--- src/rtl/tmr_pkg.sv ---
package tmr_pkg;

  typedef enum logic [1:0] {
    MODE_UP   = 2'd0,
    MODE_DOWN = 2'd1,
    MODE_CTR  = 2'd2,
    MODE_CTR2 = 2'd3
  } cmode_e;

  localparam logic [2:0] ADDR_CTRL = 3'd0;
  localparam logic [2:0] ADDR_PER  = 3'd1;
  localparam logic [2:0] ADDR_PSC  = 3'd2;
  localparam logic [2:0] ADDR_REP  = 3'd3;
  localparam logic [2:0] ADDR_CMP  = 3'd4;
  localparam logic [2:0] ADDR_EVT  = 3'd5;
  localparam logic [2:0] ADDR_CLR  = 3'd6;

  function automatic logic is_center(cmode_e m);
    return (m == MODE_CTR) || (m == MODE_CTR2);
  endfunction

endpackage

--- src/rtl/tmr_regs.sv ---
module tmr_regs
  import tmr_pkg::*;
#(
  parameter int CNT_W = 16,
  parameter int PSC_W = 16,
  parameter int REP_W = 8
) (
  input  logic             clk,
  input  logic             rst_n,
  input  logic             wr_en,
  input  logic [2:0]       wr_addr,
  input  logic [CNT_W-1:0] wr_data,
  input  logic             upd_evt,
  output logic             cen,
  output cmode_e           mode,
  output logic             arpe,
  output logic [CNT_W-1:0] per_pre,
  output logic [CNT_W-1:0] per_act,
  output logic [PSC_W-1:0] psc_act,
  output logic [REP_W-1:0] rep_val,
  output logic [CNT_W-1:0] cmp_act,
  output logic             ug,
  output logic             clr
);

  localparam logic [CNT_W-1:0] PER_RST = '1;

  logic [PSC_W-1:0] psc_pre;
  logic [CNT_W-1:0] cmp_pre;
  logic             wr_ctrl, wr_per, wr_psc, wr_rep, wr_cmp;
  logic [CNT_W-5:0] ctrl_spare;

  assign wr_ctrl    = wr_en && (wr_addr == ADDR_CTRL);
  assign wr_per     = wr_en && (wr_addr == ADDR_PER);
  assign wr_psc     = wr_en && (wr_addr == ADDR_PSC);
  assign wr_rep     = wr_en && (wr_addr == ADDR_REP);
  assign wr_cmp     = wr_en && (wr_addr == ADDR_CMP);
  assign ug         = wr_en && (wr_addr == ADDR_EVT) && wr_data[0];
  assign clr        = wr_en && (wr_addr == ADDR_CLR) && wr_data[0];
  assign ctrl_spare = wr_data[CNT_W-1:4];

  always_ff @(posedge clk or negedge rst_n) begin
    if (!rst_n) begin
      cen  <= 1'b0;
      mode <= MODE_UP;
      arpe <= 1'b0;
    end else if (wr_ctrl) begin
      cen  <= wr_data[0];
      mode <= cmode_e'(wr_data[2:1]);
      arpe <= wr_data[3];
    end
  end

  always_ff @(posedge clk or negedge rst_n) begin
    if (!rst_n) begin
      per_pre <= PER_RST;
      per_act <= PER_RST;
    end else begin
      if (wr_per) per_pre <= wr_data;
      if (wr_per && !arpe) per_act <= wr_data;
      else if (upd_evt)    per_act <= per_pre;
    end
  end

  always_ff @(posedge clk or negedge rst_n) begin
    if (!rst_n) begin
      psc_pre <= '0;
      psc_act <= '0;
      cmp_pre <= '0;
      cmp_act <= '0;
      rep_val <= '0;
    end else begin
      if (wr_psc) psc_pre <= wr_data[PSC_W-1:0];
      if (wr_cmp) cmp_pre <= wr_data;
      if (wr_rep) rep_val <= wr_data[REP_W-1:0];
      if (upd_evt) begin
        psc_act <= psc_pre;
        cmp_act <= cmp_pre;
      end
    end
  end

  // active compare moves only at an update
  p_cmp_hold_r7: assert property (@(posedge clk) disable iff (!rst_n)
    !upd_evt |=> $stable(cmp_act));

  // buffered period ignores writes until an update
  p_per_buf_r7: assert property (@(posedge clk) disable iff (!rst_n)
    (arpe && !upd_evt) |=> $stable(per_act));

  // unbuffered period write lands at once
  p_per_imm_r8: assert property (@(posedge clk) disable iff (!rst_n)
    (wr_per && !arpe) |=> (per_act == $past(wr_data)));

  // spare control bits are accepted and ignored
  p_spare_r2: assert property (@(posedge clk) disable iff (!rst_n)
    (wr_ctrl && (ctrl_spare != '0)) |=> (cen == $past(wr_data[0])));

endmodule

--- src/rtl/tmr_prescaler.sv ---
module tmr_prescaler #(
  parameter int PSC_W = 16
) (
  input  logic             clk,
  input  logic             rst_n,
  input  logic             cen,
  input  logic             force_upd,
  input  logic [PSC_W-1:0] psc_act,
  output logic             tick
);

  logic [PSC_W-1:0] div_q;

  assign tick = cen && !force_upd && (div_q >= psc_act);

  always_ff @(posedge clk or negedge rst_n) begin
    if (!rst_n)         div_q <= '0;
    else if (force_upd) div_q <= '0;
    else if (cen)       div_q <= tick ? '0 : div_q + 1'b1;
  end

  // divider restarts after every tick
  p_tick_restart_r2: assert property (@(posedge clk) disable iff (!rst_n)
    tick |=> (div_q == '0));

  // a force clears the divider
  p_force_clr_r9: assert property (@(posedge clk) disable iff (!rst_n)
    force_upd |=> (div_q == '0));

  // divider frozen while disabled
  p_div_hold_r2: assert property (@(posedge clk) disable iff (!rst_n)
    (!cen && !force_upd) |=> $stable(div_q));

endmodule

--- src/rtl/tmr_repcnt.sv ---
module tmr_repcnt #(
  parameter int REP_W = 8
) (
  input  logic             clk,
  input  logic             rst_n,
  input  logic             wrap,
  input  logic             force_upd,
  input  logic [REP_W-1:0] rep_val,
  output logic             upd_evt
);

  logic [REP_W-1:0] rep_q;
  logic             expire;

  assign expire  = wrap && (rep_q == '0);
  assign upd_evt = force_upd || expire;

  always_ff @(posedge clk or negedge rst_n) begin
    if (!rst_n)                    rep_q <= '0;
    else if (force_upd || expire)  rep_q <= rep_val;
    else if (wrap)                 rep_q <= rep_q - 1'b1;
  end

  // non-final wrap decrements without an update
  p_rep_dec_r6: assert property (@(posedge clk) disable iff (!rst_n)
    (wrap && !force_upd && (rep_q != '0)) |=> (rep_q == $past(rep_q) - 1'b1));

  // expiry reloads from the repetition register
  p_rep_reload_r6: assert property (@(posedge clk) disable iff (!rst_n)
    expire |=> (rep_q == $past(rep_val)));

  // force reloads regardless of the current count
  p_rep_force_r9: assert property (@(posedge clk) disable iff (!rst_n)
    force_upd |=> (rep_q == $past(rep_val)));

endmodule

--- src/rtl/tmr_counter.sv ---
module tmr_counter
  import tmr_pkg::*;
#(
  parameter int CNT_W = 16
) (
  input  logic             clk,
  input  logic             rst_n,
  input  logic             tick,
  input  logic             force_upd,
  input  logic             upd_evt,
  input  cmode_e           mode,
  input  logic [CNT_W-1:0] per_act,
  input  logic [CNT_W-1:0] per_pre,
  output logic [CNT_W-1:0] cnt,
  output logic             wrap
);

  localparam logic [CNT_W-1:0] ONE = CNT_W'(1);

  logic             dir_dn_q, dir_dn_nx;
  logic [CNT_W-1:0] cnt_nx;

  function automatic logic [CNT_W-1:0] dec_sat(logic [CNT_W-1:0] v);
    return (v == '0) ? '0 : v - ONE;
  endfunction

  always_comb begin
    cnt_nx    = cnt;
    dir_dn_nx = dir_dn_q;
    wrap      = 1'b0;
    if (force_upd) begin
      cnt_nx    = (mode == MODE_DOWN) ? per_pre : '0;
      dir_dn_nx = 1'b0;
    end else if (tick) begin
      if (mode == MODE_UP) begin
        if (cnt >= per_act) begin
          cnt_nx = '0;
          wrap   = 1'b1;
        end else begin
          cnt_nx = cnt + ONE;
        end
      end else if (mode == MODE_DOWN) begin
        if (cnt == '0) begin
          wrap   = 1'b1;
          cnt_nx = upd_evt ? per_pre : per_act;
        end else begin
          cnt_nx = cnt - ONE;
        end
      end else if (!dir_dn_q) begin
        if (cnt >= per_act) begin
          wrap      = 1'b1;
          dir_dn_nx = 1'b1;
          cnt_nx    = dec_sat(cnt);
        end else begin
          cnt_nx = cnt + ONE;
        end
      end else begin
        if (cnt == '0) begin
          wrap      = 1'b1;
          dir_dn_nx = 1'b0;
          cnt_nx    = (per_act == '0) ? '0 : ONE;
        end else begin
          cnt_nx = cnt - ONE;
        end
      end
    end
  end

  always_ff @(posedge clk or negedge rst_n) begin
    if (!rst_n) begin
      cnt      <= '0;
      dir_dn_q <= 1'b0;
    end else begin
      cnt      <= cnt_nx;
      dir_dn_q <= dir_dn_nx;
    end
  end

  // no tick, no force -> count holds
  p_hold_r2: assert property (@(posedge clk) disable iff (!rst_n)
    (!tick && !force_upd) |=> $stable(cnt));

  // up mode wraps to zero
  p_up_wrap_r3: assert property (@(posedge clk) disable iff (!rst_n)
    (tick && !force_upd && (mode == MODE_UP) && (cnt >= per_act)) |=> (cnt == '0));

  // down mode without update reloads the active period
  p_down_wrap_r4: assert property (@(posedge clk) disable iff (!rst_n)
    (tick && !force_upd && !upd_evt && (mode == MODE_DOWN) && (cnt == '0))
      |=> (cnt == $past(per_act)));

  // the top turn heads down
  p_ctr_turn_r5: assert property (@(posedge clk) disable iff (!rst_n)
    (tick && !force_upd && is_center(mode) && !dir_dn_q && (cnt >= per_act) && (cnt != '0))
      |=> (dir_dn_q && (cnt == $past(cnt) - ONE)));

  // restart position after a force
  p_force_restart_r9: assert property (@(posedge clk) disable iff (!rst_n)
    force_upd |=> (cnt == (($past(mode) == MODE_DOWN) ? $past(per_pre) : '0)));

endmodule

--- src/rtl/tmr_timebase.sv ---
module tmr_timebase
  import tmr_pkg::*;
#(
  parameter int CNT_W = 16,
  parameter int PSC_W = 16,
  parameter int REP_W = 8
) (
  input  logic             clk,
  input  logic             rst_n,
  input  logic             wr_en,
  input  logic [2:0]       wr_addr,
  input  logic [CNT_W-1:0] wr_data,
  input  logic             trig_in,
  output logic [CNT_W-1:0] cnt_o,
  output logic             upd_o,
  output logic             uif_o,
  output logic [CNT_W-1:0] cmp_o
);

  logic             cen, arpe, ug, clr;
  cmode_e           mode;
  logic [CNT_W-1:0] per_pre, per_act;
  logic [PSC_W-1:0] psc_act;
  logic [REP_W-1:0] rep_val;
  logic             force_upd, tick, wrap, upd_evt;

  assign force_upd = ug || trig_in;

  tmr_regs #(.CNT_W(CNT_W), .PSC_W(PSC_W), .REP_W(REP_W)) u_regs (
    .clk(clk), .rst_n(rst_n), .wr_en(wr_en), .wr_addr(wr_addr), .wr_data(wr_data),
    .upd_evt(upd_evt), .cen(cen), .mode(mode), .arpe(arpe), .per_pre(per_pre),
    .per_act(per_act), .psc_act(psc_act), .rep_val(rep_val), .cmp_act(cmp_o),
    .ug(ug), .clr(clr)
  );

  tmr_prescaler #(.PSC_W(PSC_W)) u_psc (
    .clk(clk), .rst_n(rst_n), .cen(cen), .force_upd(force_upd),
    .psc_act(psc_act), .tick(tick)
  );

  tmr_counter #(.CNT_W(CNT_W)) u_cnt (
    .clk(clk), .rst_n(rst_n), .tick(tick), .force_upd(force_upd), .upd_evt(upd_evt),
    .mode(mode), .per_act(per_act), .per_pre(per_pre), .cnt(cnt_o), .wrap(wrap)
  );

  tmr_repcnt #(.REP_W(REP_W)) u_rep (
    .clk(clk), .rst_n(rst_n), .wrap(wrap), .force_upd(force_upd),
    .rep_val(rep_val), .upd_evt(upd_evt)
  );

  always_ff @(posedge clk or negedge rst_n) begin
    if (!rst_n) begin
      upd_o <= 1'b0;
      uif_o <= 1'b0;
    end else begin
      upd_o <= upd_evt;
      if (upd_evt)  uif_o <= 1'b1;
      else if (clr) uif_o <= 1'b0;
    end
  end

  // the flag is set whenever a pulse is visible
  p_uif_set_r10: assert property (@(posedge clk) disable iff (!rst_n)
    upd_o |-> uif_o);

  // the flag only drops after a clear write
  p_uif_sticky_r10: assert property (@(posedge clk) disable iff (!rst_n)
    $fell(uif_o) |-> $past(clr));

  // a force always yields a pulse next cycle
  p_force_pulse_r9: assert property (@(posedge clk) disable iff (!rst_n)
    force_upd |=> upd_o);

  // a pulse needs an update source
  p_pulse_src_r11: assert property (@(posedge clk) disable iff (!rst_n)
    upd_o |-> ($past(force_upd) || $past(wrap)));

endmodule

--- config.mk ---
export PLATFORM = sky130hd
export DESIGN_NAME = tmr_timebase
export DESIGN_NICKNAME = d
export VERILOG_FILES = /design/src/rtl/tmr_pkg.sv /design/src/rtl/tmr_regs.sv /design/src/rtl/tmr_prescaler.sv /design/src/rtl/tmr_repcnt.sv /design/src/rtl/tmr_counter.sv /design/src/rtl/tmr_timebase.sv
export SDC_FILE = /design/constraint.sdc
export NUM_CORES = 1
export LEC_CHECK = 0
export CORE_MARGIN = 2
export CORE_UTILIZATION = 29
export DETAILED_ROUTE_END_ITERATION = 12
export DONT_BUFFER_PORTS = 1
export GPL_TIMING_DRIVEN = 0
export HOLD_SLACK_MARGIN = 0.1
export PLACE_DENSITY_LB_ADDON = 0.08
export RECOVER_POWER = 25
export SKIP_LAST_GASP = 1
export SYNTH_ARGS = -nofsm -noshare
export SYNTH_HDL_FRONTEND = slang
export SYNTH_SLANG_ARGS = --single-unit
--- constraint.sdc ---
create_clock -name clk -period 3.1 [get_ports clk]
set_input_delay 0.155 -clock clk [delete_from_list [all_inputs] [get_ports clk]]
set_output_delay 0.155 -clock clk [all_outputs]
set_load 0.005 [all_outputs]
Word-level counts from Yosys, hierarchy flattened. Cells that the tools add are included. W data, S select, Z words.

Output and inout port bits: 34. Register bits after elaboration: 151. Word-level logic and storage cells: 92. Input port bits: 23.

Add/sub/neg operators: 4. Reductions and logical operators: 27. Muxes and demuxes: 34. Equal/unequal tests: 9. $lt $le $gt $ge: 2.

Operator list (number): $mux W16 (16); $add A16 B1 Y16 const B (2); $ge A16 B16 Y1 (2); $logic_not A16 Y1 (2); $mux W1 (16); $mux W8 (2); $sub A16 B1 Y16 const B (1); $logic_and A1 B1 Y1 (13); $eq A3 B3 Y1 const B (3); $logic_not A8 Y1 (1); $reduce_bool A2 Y1 (4); $sub A8 B1 Y8 const B (1); $eq A3 B2 Y1 const B (2); $ne A2 B2 Y1 const B (2); $eq A3 B1 Y1 const B (1); $logic_not A3 Y1 (1); $reduce_and A3 Y1 (1); $eq A2 B1 Y1 const B (1); $logic_not A1 Y1 (2); $logic_not A2 Y1 (1); $logic_or A1 B1 Y1 (2).

Longest topological paths before layout.
Word-level depth: 17. Mapped depth: 15. Depth with buffers taken out: 11.

Modules after synthesis. Synthesis repeated with hierarchy kept, for this count alone.

Cells, all modules: 866. Area total of the unflattened synthesis: 8649.5 µm².

Modules (own cells, without submodules): tmr_regs (cells each 311, seq. area each 2742.6 µm², area each 4280.4 µm², instances 1); tmr_counter (cells each 343, seq. area each 425.4 µm², area each 2504.9 µm², instances 1); tmr_prescaler (cells each 151, seq. area each 400.4 µm², area each 1280.0 µm², instances 1); tmr_repcnt (cells each 56, seq. area each 200.2 µm², area each 516.7 µm², instances 1); tmr_timebase (cells each 5, seq. area each 50.0 µm², area each 67.6 µm², instances 1).

Least setup slack after synthesis. OpenSTA, ideal clock, no wires.

Path type: register to register. Start point: register u_cnt.cnt[0]. End point: register u_cnt.cnt[0]. Setup slack: -299 ps. Cell stages (with the launch flop): 13. Setup time: 126 ps. Arrival time: 3273 ps. Cells stage by stage: dfrtp_1 -> inv_1 -> ha_1 -> or4b_1 -> or3_1 -> buf_2 -> or3_1 -> buf_2 -> a32oi_2 -> or4b_4 -> nand3_2 -> nand3_1 -> a221o_1.

Cells in the longest elaborated chain, start to end: 15. Elaborated cells on any way between the ends: 24. Those cells by class: 2 x add/sub; 1 x order compare; 18 x mux; 3 x reduce/logical.

RTL lines: start, declared (RTL line tmr_counter.sv:14) `output logic [CNT_W-1:0] cnt,`; start signal, assigned (RTL line tmr_counter.sv:74) `cnt <= cnt_nx;`; $ge A16 B16 Y1 / $logic_not A16 Y1 (equally long branches); $mux W1 (on tied branches); $mux W1 (RTL line tmr_counter.sv:49) `end else if (!dir_dn_q) begin`; $mux W1 (RTL line tmr_counter.sv:42) `end else if (mode == MODE_DOWN) begin`; $mux W1 (RTL line tmr_counter.sv:35) `if (mode == MODE_UP) begin`; $mux W1 (RTL line tmr_counter.sv:34) `end else if (tick) begin`; $mux W1 (RTL line tmr_counter.sv:31) `if (force_upd) begin`; $logic_and A1 B1 Y1 (RTL line tmr_repcnt.sv:15) `assign expire = wrap && (rep_q == '0);`; $logic_or A1 B1 Y1 (RTL line tmr_repcnt.sv:16) `assign upd_evt = force_upd || expire;`; $mux W16 (RTL line tmr_counter.sv:45) `cnt_nx = upd_evt ? per_pre : per_act;`; $mux W16 (RTL line tmr_counter.sv:43) `if (cnt == '0) begin`; $mux W16 (RTL line tmr_counter.sv:42); $mux W16 (*) (RTL line tmr_counter.sv:35); $mux W16 (*) (RTL line tmr_counter.sv:34); $mux W16 (*) (RTL line tmr_counter.sv:31).

Mark *: on every way between the ends. The rest lies on a longest branch, timed or not. The select of a mux whose other input is x is not followed. A chain may end at the register's enable or synchronous reset.

Final worst setup path.
Start point: register u_cnt.cnt[1]. End point: register u_cnt.cnt[0].

Same word-level chain as after synthesis.

==> out/results.ini <==
[clock_network]
cts_root_buffer=clkbuf_16
clk-insertion-delay-late_ns=0.43
clockBufferDepth=2
clkSinkCount=151
cts_buffers=17
postCtsHoldBufs=16
cts_tree=yes
path_clk_slew_ns=0.07
htreeDepth=4

[synthesis]
yosysTopAreaCell=dfrtp_1
ys_seq_area_share_pct=44.9
synth_area_per_cell_um2=9.35
syn_inst=909
synth.cell_area_um2=8500
ys.flop_type=dfrtp_1
synth_nets=968
synth_edf_count=0
synth.area.top_cells=dfrtp_1 35%, dfstp_2 9.9%, mux2_2 8.0%
synthArstFlopShare_pct=100
synth_top_area_share_pct=35.0
yosysUniqueCellTypes=70
synth-seq-cells=151
ys_warn_count=0

[power]
vdd_ir_drop_max_mv=0.329
powerDensity_nw_per_um2=696
sw_frac_of_total_pct=35.6
p_leak_nw=4.57
power.share.clock_pct=29.4
power.internal_w=0.00488
net-switching-power_w=0.00270
p_comb_share_pct=32.6
seqPwrFrac_pct=38.0

[detailed_routing]
wl_mm=29.9
drc=0
num_vias=7150
via_per_inst=5.18
drt-initial-drc-count=465
wire_per_inst_um=21.7
ant_nets=0
drt_pass1_iterations=8

[timing]
finalHoldViolations=151
rsz0062_at_grt=true
fin_setup_tns_ns=-20.21
post-route-worst-setup-slack_ns=-0.435
finalCriticalPeriod_ns=3.53
relSlewSlack_pct=16.0
skew_ns=0.0112
slew_viol_final=0
post-route-period-util_pct=114
setup_viol=73
finalHoldWorstSlack_ns=-0.574
tightestPinTransition_ns=1.26
fmax_ghz=0.283

[placed_design]
hpwl_mm=20.9
place_area_um2=9030
port_buffers=0
gp_congestion=0.837

[outcome]
status=finished, violations left
failed_checks=negative hold slack, negative setup slack

[finish]
fin_util_pct=37.8
drive_above_1_share_pct=29.5
design_area_um2=10900
syn2layout_area_growth_pct=28.1
register_area_um2=3820
fill_cells=2893
multi_input_area_um2=4820
fin_nets=1039

[setup_path]
worstReg2RegEnd=u_cnt.cnt[0]
crit_buf_inv=2
crit_fanout=7
arrival_ns=3.84
end_kind=flip-flop
worstPathCellList=inv_2 > ha_4 > or4b_4 > or3_4 > or3_4 > a32oi_4 > buf_6 > or4b_4 > nand3_4 > nand3_2 > a221o_1
crit_cells=11
path_delay_family=simple AND/OR/NAND/NOR gates
required_ns=3.40
r2r_start=u_cnt.cnt[1]
start_kind=flip-flop
critical_path.max_stage_delay_ns=0.55
reg2reg_depth=11
path_class=reg -> reg
slowest_stage=or4b_4
reg2reg_slack_ns=-0.43

[run]
drv_cap=0

[die]
core_area_um2=28800
die_w_um=175
num_rows=62
fp.dieArea_um2=30700
start_util_pct=29.5
boundaryPins=57
die_h_um=175

[global_routing]
grt_pass1_wl_mm=46.1
grt_use_total_pct=19.9
grt_overflow=0
grt_antenna_before_repair=5
first_global_vias=7240
grt_max_degree=152

[worst_hold_path]
hold_class=in -> async

-- cell usage in the layout (no fill, tap or decap), drive strengths merged, types with 8 or more instances in the layout --
cell type,netlist,layout
a21oi,55,55
nand2b,8,8
buf,13,53
dlygate4sd3,0,16
clkbuf,37,53
o21ai,54,54
o21a,8,8
nand3,30,30
dfstp,32,32
dfrtp,119,119
xnor2,11,11
nor2,63,63
mux2,60,60
nor4,8,8
nor3,30,30
ha,36,36
nand4,12,12
nand2,135,135
a31oi,15,15
or3,11,11
o211ai,10,10
inv,44,50
xor2,15,15
-- logic make-up (layout without fill, tap and decap cells) --
logic type,after synthesis,after routing,synth area share [%]
AOI/OAI and AO/OA,206,206,15.7
xor gates and xnor gates,26,26,2.68
adders and majority gates,36,36,5.30
buffers and inverters,94,177,4.40
DFF,151,151,44.9
muxes,62,62,8.19
other,0,3,0
and+or+nand+nor,334,334,18.7
-- final cells by class --
type                       instances  area share (%)
multi-input combinational        664            44.2
sequential                       151            35.1
timing repair buffer              59            5.96
tap                              384            4.41
clock buffer                      20            4.29
buffer                            43            2.87
inverter                          44            1.56
clock inverter                    11            1.47
antenna                            3          0.0690
-- synthesized netlist by cell type (5+ instances only) --
cell,count
a211oi_1,7
a21o_1,5
a21oi_1,55
a31oi_1,15
buf_2,8
clkbuf_1,37
dfrtp_1,119
dfstp_2,32
ha_1,36
inv_1,43
mux2_2,60
nand2_1,135
nand2b_1,8
nand3_1,29
nand4_1,12
nor2_1,62
nor3_1,30
nor4_1,8
o211ai_1,10
o21a_1,8
o21ai_0,54
o31ai_1,5
or3_1,11
or4_1,5
xnor2_1,11
xor2_1,15
-- routing by layer --
layer	up-vias	track usage [%]	wire (um)
met3	34	3.94	1270
li1	3416	-	-
met5	-	0	27
met1	3534	27.4	14200
met2	162	31.8	14000
met4	4	5.52	474
-- sequential cells by signal (all words and copies together) (netlist names), 2 cells and up --
register	flops
u_psc.div_q	16
u_cnt.cnt	16
u_regs.psc_pre	16
u_rep.rep_q	8
u_regs.cmp_act	16
u_regs.per_pre	16
u_regs.cmp_pre	16
u_regs.mode	2
u_regs.rep_val	8
u_regs.psc_act	16
u_regs.per_act	16
-- worst max path at each step --
stage | from | end | slack, ns
2_1_floorplan | u_cnt.cnt[0] | u_cnt.cnt[0] | -0.22
4_1_cts | u_cnt.cnt[1] | u_cnt.cnt[0] | -0.51
5_1_grt | u_cnt.cnt[0] | u_cnt.cnt[4] | -0.54
3_5_place_dp | u_cnt.cnt[0] | u_cnt.cnt[4] | -1.09
6_report | u_cnt.cnt[1] | u_cnt.cnt[0] | -0.43
3_3_place_gp | u_cnt.cnt[0] | u_cnt.cnt[9] | -1.15
-- per-stage QoR --
stage / total power (W) / setup slack [ns] / instances / hold WS, ns
2_1_floorplan: 0.00423 / -0.225 / 909 / -0.141
3_3_place_gp: 0.00488 / -1.15 / 1293 / -0.136
3_5_place_dp: 0.00487 / -1.09 / 1294 / -0.130
4_1_cts: 0.00746 / -0.514 / 1371 / -0.594
5_1_grt: 0.00803 / -0.543 / 1378 / -0.602
6_report: 0.00758 / -0.435 / 1379 / -0.574
-- timing repair --
item / CTS / global route
resized for setup: 126 / 92
endpoints found under the hold margin: 227 / 151
setup endpoints to repair: 85 / 85
gates cloned: 6 / 2
setup buffers: 29 / 15
pin swaps: 54 / 41
-- power by group through the flow --
| stage | registers (W) | logic, W | clock network [W] |
|---|---|---|---|
| after global routing | 0.00294 | 0.00272 | 0.00237 |
| after floorplan | 0.00271 | 0.00152 | 0 |
| after global placement | 0.00287 | 0.00202 | 0 |
| after CTS | 0.00285 | 0.00233 | 0.00229 |
| final | 0.00288 | 0.00247 | 0.00223 |
| after detailed placement | 0.00286 | 0.00201 | 0 |
Power figures use the tool's default switching activity.
